[src/rtl/bom_detect.sv]
module bom_detect #(
  parameter int MAX_RPT = 10
) (
  input  logic       clk,
  input  logic       rst_n,
  input  logic       bit_en,
  input  logic       bit_in,
  input  logic [3:0] rpt_cfg,
  input  logic       flag_clr,
  output logic [5:0] msg_code,
  output logic       msg_flag
);
  localparam int FW = 16;
  localparam int CW = 6;
  localparam int PW = $clog2(FW);
  localparam logic [3:0] MAXC = 4'(MAX_RPT);

  logic [FW-1:0] sh;
  logic [PW-1:0] ph;
  logic [3:0]    cnt;
  logic [CW-1:0] last;

  wire [FW-1:0] win  = {sh[FW-2:0], bit_in};
  wire          hit  = (win[FW-1:FW-8] == 8'hFF) && !win[FW-9] && !win[0];
  wire [CW-1:0] code = win[CW:1];
  wire [3:0]    thr  = (rpt_cfg == 4'd0) ? 4'd1 : (rpt_cfg > MAXC) ? MAXC : rpt_cfg;
  wire          eval = bit_en && ((cnt == 4'd0) || (ph == PW'(FW-1)));
  wire          same = (cnt != 4'd0) && (code == last);
  wire          det  = eval && hit && (same ? (cnt + 4'd1 == thr) : (thr == 4'd1));

  always_ff @(posedge clk or negedge rst_n) begin
    if (!rst_n) begin
      sh   <= '0;
      ph   <= '0;
      cnt  <= '0;
      last <= '0;
    end else if (bit_en) begin
      sh <= win;
      if (eval) begin
        ph <= '0;
        if (!hit)           cnt <= '0;
        else if (!same)     cnt <= 4'd1;
        else if (cnt < MAXC) cnt <= cnt + 4'd1;
        if (hit) last <= code;
      end else begin
        ph <= ph + 1'b1;
      end
    end
  end

  always_ff @(posedge clk or negedge rst_n) begin
    if (!rst_n) begin
      msg_code <= '0;
      msg_flag <= 1'b0;
    end else if (det) begin
      msg_code <= code;
      msg_flag <= 1'b1;
    end else if (flag_clr) begin
      msg_flag <= 1'b0;
    end
  end
endmodule


[config.mk]
export PLATFORM = sky130hd
export DESIGN_NAME = bom_detect
export DESIGN_NICKNAME = d
export VERILOG_FILES = /design/src/rtl/bom_detect.sv
export SDC_FILE = /design/constraint.sdc
export NUM_CORES = 1
export LEC_CHECK = 0
export BUFFER_PORTS_ARGS = -buffer_cell sky130_fd_sc_hd__buf_2
export CAP_MARGIN = 20
export CORE_MARGIN = 2
export CORE_UTILIZATION = 58
export DETAILED_ROUTE_END_ITERATION = 8
export PLACE_DENSITY = 0.81
export SYNTH_ARGS = -nofsm -noshare
export SYNTH_HDL_FRONTEND = slang
export SYNTH_SLANG_ARGS = --single-unit
[constraint.sdc]
create_clock -name clk -period 2.65 [get_ports clk]
set_input_delay 0.53 -clock clk [delete_from_list [all_inputs] [get_ports clk]]
set_output_delay 0.53 -clock clk [all_outputs]
set_load 0.005 [all_outputs]
Word level (Yosys, flattened, before mapping)
Cells that the tools add are included.
Widths: inputs -> output; s select.
Word-level totals
  bits of input ports: 9
  output and inout bits: 7
  register bits: 36
Operators by class
  equality and inequality tests: 6
  $lt $le $gt $ge: 2
  add/subtract/negate cells: 2
  mux-type cells: 9
  reductions and logical operators: 15
Operator list (count)
  $mux 4: 6
  $add 4x1->4 const B: 2
  $eq 8x8->1 const B: 1
  $logic_not 4->1: 2
  $eq 6x6->1: 1
  $logic_and 1x1->1: 6
  $reduce_and 3->1: 2
  $eq 4x1->1 const B: 1
  $eq 4x4->1: 1
  $eq 4x4->1 const B: 1
  $gt 4x4->1 const B: 1
  $lt 4x4->1 const B: 1
  $reduce_bool 4->1: 1
  $mux 1: 3
  $ne 3x2->1 const B: 1
  $logic_not 1->1: 2
  $reduce_bool 2->1: 1
  $logic_or 1x1->1: 1

Depth between registers and ports, before layout
Gate-level depths: netlist of the first run.
  depth in word-level cells: 7
  gate-level depth with buffers: 8
  depth with buffers taken out: 8

Worst setup path before layout of the first run
OpenSTA, ideal clock, no wires.
  kind: register -> register
  start point: register cnt[0]
  end point: register msg_code[0]
  setup slack: 0.511 ns
  clock period less this slack: 2.139 ns
  arrival time: 2.014 ns
  required time: 2.525 ns
  library setup time: 0.125 ns
  cell stages (with the launch flop): 9
  cells stage by stage: dfrtp_1 > inv_1 > ha_1 > or3b_4 > a21boi_4 > nand2_2 > nor3_2 > nand4_2 > mux2_2
On the way
  longest elaborated chain between the ends: 5
  elaborated cells on any way between the ends: 10
RTL lines
  from (decl): RTL line 20  | logic [3:0] cnt;
  from (signal assigned): RTL line 43  | else if (cnt < MAXC) cnt <= cnt + 4'd1;
  parallel branches: the longest is 4 deep, another holds $add 4x1->4
  $logic_and 1x1->1 *: RTL line 29  | wire det = eval && hit && (same ? (cnt + 4'd1 == thr) : (thr == 4'd1));
  to (signal assigned): RTL line 56  | msg_code <= code;
  to (decl): RTL line 10  | output logic [5:0] msg_code,
Mark *: on every way between the ends.
A chain may end at the register's enable or synchronous reset.

Worst setup path in the final report of the first run
  start point: register cnt[0]
  end point: register msg_code[1]
Same word-level chain as after synthesis.

==> flow_summary.yaml, run 1 <==
critical_path:
  timing.rr.start: "cnt[0]"
  rr_worst_depth: 8
  cpMaxStageDelayCell: "dfrtp_1"
  crit_path_cell_trace: "inv_1 > ha_1 > or3b_4 > a21boi_4 > nand2_2 > nor3_2 > nand4_2 > mux2_2"
  critical_path_required_ns: 2.87
  reg2reg_to: "msg_code[1]"
  r2r_setup_slack_ns: 0.29
  cp-start-kind: "flop"
  cp_max_fo: 7
  slowest_delay_ns: 0.42
  worst-setup-path-type: "flop to flop"
  crit_path_end_kind: "flop"
  arrival_ns: 2.58
cells_and_area:
  final_cell_area_mm2: 0.001887
  diodes: 0
  layout.nets: 176
  area_delta_synth_final_pct: 9.913
  drive_above_1_share_pct: 35.98
  fillers: 211
yosys:
  avgSynthCellArea_um2: 12.09
  yosysSeqAreaShare_pct: 52.48
  synth-edff-count: 0
  yosys-top-cells-area: "dfrtp_1 (52%), mux2_2 (18%), xnor2_1 (4.6%)"
  synth-seq-cells: 36
  yosysTopAreaCell: "dfrtp_1"
  yosysMostFrequentCell: "dfrtp_1"
  ys.warnings.count: 0
  synth.cell_area_mm2: 0.001717
  synth-simple-area-share_pct: 11.95
  muxShareOfSynthArea_pct: 18.37
  synth_top_family_by_area: "multiplexers"
  synth-xor-area-share_pct: 5.612
  ys_async_sr_fraction_pct: 100.0
  synthesis.nets: 154
  netlist.area_leader.share_pct: 52.48
  synthCells: 142
  synth_compound_area_share_pct: 7.580
  synth-adder-area-share_pct: 2.187
  synth_top_flop_cell: "dfrtp_1"
  synth.distinct_cells: 31
  yosys-top-cells-count: "dfrtp_1 (36), mux2_2 (28), nand2_1 (9), xnor2_1 (9), o21ai_0 (8)"
min_path:
  hp-class: "input pin to asynchronous set/reset pin"
clocking:
  numCtsBuffers: 5
  clock_sinks: 36
  cts_tree: "yes"
  insertion_delay_ns: 0.34
  clk_pin_slew_ns: 0.10
  ctsResizeCount: 0
  cts_setup_buffers: 0
  holdBufCountCts: 0
  h-tree-depth: 2
  root_buffer: "clkbuf_4"
  cts_buffer_depth: 2
placed_design:
  port-buffer-count: 15
  place_ws_ns: 0.3434
  place_congestion: 0.8797
  post-dp-hpwl_um: 2204
  placed_area_mm2: 0.001841
timing:
  setup_viol: 0
  hold_viol: 0
  setup_tns_ns: 0
  fin_crit_ns: 2.361
  relSlewSlack_pct: 48.01
  finalClockSkew_ns: 0.008797
  slew_viol_final: 0
  whs_ns: 0.2632
  fmax_mhz: 423.6
  tightest_slew_ns: 0.7799
  finalWorstSetupSlack_ns: 0.2895
  final.period_utilization_pct: 89.08
  rsz0062_at_grt: "no"
flow_run:
  maxCapViolations: 0
detailed_routing:
  viasPerCell: 5.938
  vias: 1158
  drt-total-wl_um: 3145
  post_drt_wl_per_cell_um: 16.13
  drt_iter0_drc: 43
  drt-pass1-iter-count: 4
  post-route-drc-count: 0
  ant_nets: 0
die:
  rows: 19
  pin_count: 16
  core_region_area_mm2: 0.002781
  die_y_um: 58.41
  initial_core_util_pct: 61.72
  die_w_um: 58.41
  dieArea_mm2: 0.003411
global_routing:
  grt_pass1_vias: 1196
  grt_pass1_wl_um: 5575
  antenna_found_initial: 0
  grt_use_total_pct: 22.26
  grt_max_degree: 37
  grt_overflow: 0
status:
  status: "finished, final reports clean"
power:
  ir_drop_v: 0.0005706
  powerDensity_mw_per_mm2: 764.1
  total_power_uw: 1442
  leakagePower_uw: 0.0008732
cells in the final DEF, fill, tap and decap left out:
cell type,count
nand3_1,6
a21boi_4,1
and3_1,1
a21oi_1,5
o21ai_0,8
nor2_1,3
buf_2,15
inv_1,5
o22a_1,1
nor3_1,4
nand2_2,1
xor2_1,2
clkbuf_4,5
nand2_1,9
a21o_1,1
and2_2,1
buf_4,3
and2b_1,1
ha_1,3
nand3_2,1
o22ai_1,1
o31ai_1,2
clkinv_2,1
xnor2_1,9
nor4_1,2
mux2_2,28
nor3_2,1
nor3b_1,1
clkbuf_1,1
or3b_4,1
dfrtp_1,36
o31a_1,1
nand4_2,1
nand4_1,3
flip-flops by register name, summed over array words and instances (netlist names):
name	count
sh	15
last	6
msg_code	6
cnt	4
ph	4
msg_flag	1
cell type report:
cell class / count / area [um2] / share of cell area (%)
clock buffers: 6 / 41.29 / 2.188
multi-input cells: 98 / 784.5 / 41.58
flip-flops and latches: 36 / 900.9 / 47.75
inverters: 5 / 18.77 / 0.9947
well taps: 31 / 38.79 / 2.056
clock inverters: 1 / 5.005 / 0.2653
repair buffers: 18 / 97.59 / 5.172
through the flow:
stage | std cells | util, %
2_1_floorplan | 142 | -
3_3_place_gp | 188 | 66.17
3_5_place_dp | 188 | 66.17
4_1_cts | 195 | 67.84
5_1_grt | 195 | 67.84
6_report | 195 | 67.84
layer usage:
layer  GRT usage [%]  vias up  part of all wire [%]
li1                -      549                     -
met1           28.76      578                    45
met2           35.47       26                    49
met3           5.934        5                   3.7
met4           9.635        0                   2.0
met5               0        -                     0
critical path: cells and delay by family, from the launching register on:
family                   cells  cell delay, ns
AND/OR/NAND/NOR              4            0.97
flip-flops                   1            0.42
multiplexers                 1            0.36
AO/OA/AOI/OAI                1            0.19
adder cells (fa/ha/maj)      1            0.16
buffers and inverters        1            0.14
cells by family (layout without fill, tap and decap cells):
logic type | Yosys count | in the layout
AOI/OAI and AO/OA | 20 | 20
xor gates and xnor gates | 11 | 11
adders and majority gates | 3 | 3
buffers and inverters | 8 | 30
DFF | 36 | 36
muxes | 28 | 28
and+or+nand+nor | 36 | 36
worst max path at each step:
stage / startpoint / end / slack [ns] / cells after the start
3_3_place_gp: cnt[0] / msg_code[4] / 0.43 / 8
4_1_cts: cnt[0] / msg_code[1] / 0.29 / 8
6_report: cnt[0] / msg_code[1] / 0.29 / 8
3_5_place_dp: cnt[0] / msg_code[0] / 0.34 / 8
2_1_floorplan: cnt[0] / msg_code[0] / 0.51 / 8
5_1_grt: cnt[0] / msg_code[1] / 0.15 / 8
power breakdown:
part / total, uW / internal (uW) / leakage, uW / switching, uW
Sequential: 796 / 677 / 0.000467 / 118
Combinational: 380 / 188 / 0.000378 / 192
Clock: 266 / 97.7 / 0.0000281 / 168
Total: 1440 / 963 / 0.000873 / 479
Note: power is estimated with default switching activity, not from simulation.
==> run 2: changes to the inputs <==
ABC_AREA = 1   (was default)
==> run 2 against run 1 <==
Effect of this change: non-clock buffer count shrank 2; flip-flop and latch count is the same; synthesized cell count increased by 54%; sequential share of layout area shrank 3.1 points; final cell count rose by 45%; worst hold slack got worse by 0.013 ns; first-iteration DRC count increased by 88%; core utilization fell by 1.2 points; critical path type unchanged; highest routed layer unchanged.
==> flow_summary.yaml, run 2 <==
die:
  initial_core_util_pct: 60.95
  die_y_um: 60.41
  pin_count: 16
  die_w_um: 60.41
  core_region_area_mm2: 0.003028
  dieArea_mm2: 0.003649
  rows: 20
placed_design:
  placed_area_mm2: 0.001972
  place_ws_ns: 0.7462
  post-dp-hpwl_um: 2350
  dpl.cell_count: 275
  port-buffer-count: 15
  place_congestion: 0.8722
power:
  powerDensity_mw_per_mm2: 592.3
  seqPwrFrac_pct: 56.2
  clkPwrFrac_pct: 23.3
  total_power_uw: 1195
  switching_share_pct: 33.36
  internal_power_uw: 796.6
  p_switching_uw: 398.8
  leakagePower_uw: 0.001022
  combPwrFrac_pct: 20.5
  ir_drop_v: 0.0003673
timing:
  hold_viol: 0
  fin_crit_ns: 1.910
  tightest_slew_ns: 0.7801
  relSlewSlack_pct: 48.00
  final.period_utilization_pct: 72.09
  fmax_mhz: 523.5
  finalClockSkew_ns: 0.01115
  setup_viol: 0
  finalWorstSetupSlack_ns: 0.7397
  rsz0062_at_grt: "no"
  setup_tns_ns: 0
  slew_viol_final: 0
clocking:
  root_buffer: "clkbuf_4"
  holdBufCountCts: 0
  cts_tree: "yes"
  h-tree-depth: 2
  ctsResizeCount: 0
  cts_buffer_depth: 2
  clock_sinks: 36
  clk_pin_slew_ns: 0.11
  insertion_delay_ns: 0.34
  numCtsBuffers: 5
  cts_setup_buffers: 0
cells_and_area:
  fin_cells: 282
  largestRegisters: "sh (15), last (6), msg_code (6)"
  final_common_cell: "nand2_1"
  layout.nets: 250
  regMostFlops: "sh"
  final_cell_area_mm2: 0.002018
  drive_above_1_share_pct: 17.23
  diodes: 0
  mostFrequentLayoutCells: "nand2_1 (66), dfrtp_1 (36), inv_1 (25)"
  largest_reg_flops: 15
  area_delta_synth_final_pct: 9.356
  fillers: 256
status:
  status: "finished, final reports clean"
critical_path:
  crit_path_end_kind: "flop"
  rr_worst_depth: 12
  r2r_setup_slack_ns: 0.74
  worstSetupStartpoint: "cnt[0]"
  arrival_ns: 2.15
  cp-start-kind: "flop"
  worst-setup-path-type: "flop to flop"
  critical_path_required_ns: 2.89
  cp_max_fo: 8
  reg2reg_to: "msg_code[0]"
  timing.rr.start: "cnt[0]"
detailed_routing:
  drt_iter0_drc: 81
  drt-pass1-iter-count: 4
  post_drt_wl_per_cell_um: 11.32
  ant_nets: 0
  post-route-drc-count: 0
  drt-total-wl_um: 3193
  vias: 1422
  viasPerCell: 5.043
yosys:
  yosysMostFrequentCell: "nand2_1"
  synth_top_flop_cell: "dfrtp_1"
  avgSynthCellArea_um2: 8.466
  yosysTopAreaCell: "dfrtp_1"
  synth-edff-count: 0
  yosys-top-cells-count: "nand2_1 (66), dfrtp_1 (36), inv_1 (25)"
  synthCells: 218
  yosysSeqAreaShare_pct: 48.81
  synth-seq-cells: 36
  synth.distinct_cells: 24
  ys.warnings.count: 0
  ys_async_sr_fraction_pct: 100.0
  yosys-top-cells-area: "dfrtp_1 (49%), nand2_1 (13%), o21ai_0 (5.7%)"
  synth.cell_area_mm2: 0.001846
  synthesis.nets: 230
  netlist.area_leader.share_pct: 48.81
global_routing:
  gr-usage-met2_pct: 31.52
  grt_pass1_vias: 1274
  top_usage_layer: "met2"
  antenna_found_initial: 0
  grt_max_degree: 37
  grt_pass1_wl_um: 5506
  met3_usage_pct: 6.397
  grt_use_total_pct: 20.65
  grt_overflow: 0
  grt_util_met1_pct: 27.80
flow_run:
  maxCapViolations: 0
min_path:
  hp-class: "input pin to asynchronous set/reset pin"
==> run 2: cell count changes in the layout (fill, tap and decap cells not counted), sizes merged, moves of 2 or more <==
cell | previous run | this run
o21ai | 8 | 25
nand4 | 4 | 11
nor2 | 3 | 16
buf | 18 | 16
mux2 | 28 | 0
nand3 | 7 | 12
xnor2 | 9 | 3
nor3 | 5 | 1
xor2 | 2 | 4
nand2 | 10 | 66
inv | 5 | 30
==> run 2: cell families after synthesis <==
kind of cell / Yosys count / share of synthesized area [%]
DFF: 36 / 48.81
adders and majority gates: 3 / 2.034
and+or+nand+nor: 107 / 28.81
buffers and inverters: 34 / 6.915
xor gates and xnor gates: 7 / 4.339
AOI/OAI and AO/OA: 31 / 9.085
==> run 2: worst max path at each step <==
stage | endpoint | slack, ns | cells past startpoint
after floorplan | msg_code[0] | 0.93 | 8
after global placement | msg_code[4] | 0.80 | 12
after detailed placement | msg_code[4] | 0.75 | 12
after CTS | msg_code[4] | 0.73 | 12
after global routing | msg_code[5] | 0.54 | 12
final | msg_code[0] | 0.74 | 12
==> run 2: layout make-up <==
| type | count | area (um2) | area share [%] |
|---|---|---|---|
| Clock buffer | 6 | 41.29 | 2.046 |
| Tap cell | 44 | 55.05 | 2.728 |
| Multi-Input combinational cell | 148 | 817.0 | 40.48 |
| Inverter | 31 | 116.4 | 5.766 |
| Timing Repair Buffer | 16 | 82.58 | 4.092 |
| Clock inverter | 1 | 5.005 | 0.2480 |
| Sequential cell | 36 | 900.9 | 44.64 |
==> run 2: through the flow <==
stage,util (%),hold slack (ns)
5_1_grt,66.65,0.3123
3_5_place_dp,65.12,0.4574
6_report,66.65,0.2507
4_1_cts,66.65,0.2821
2_1_floorplan,-,0.2344
3_3_place_gp,65.12,0.4521
==> run 2: power groups by stage <==
stage	Clock [uW]	Combinational, uW	Sequential [uW]
2_1_floorplan	0	196	665
3_3_place_gp	0	241	679
3_5_place_dp	0	246	682
4_1_cts	283	248	671
5_1_grt	307	286	680
6_report	279	245	672
==> run 2: routing by layer <==
metal,share of wire [%],wire length (um)
met1,50,1596
met3,4.0,129
met4,2.0,63
met2,44,1404
met5,0,0
==> run 2: worst max-delay path: stages (launching register included) <==
cell     delay (ns)
dfrtp_1        0.46
inv_1          0.09
ha_1           0.21
nand3_2        0.08
o21ai_2        0.09
nor2_8         0.17
nand3_1        0.12
nand2_1        0.08
nand2_1        0.08
nor2_4         0.18
nand3_4        0.13
nand2_1        0.09
nand2_1        0.04
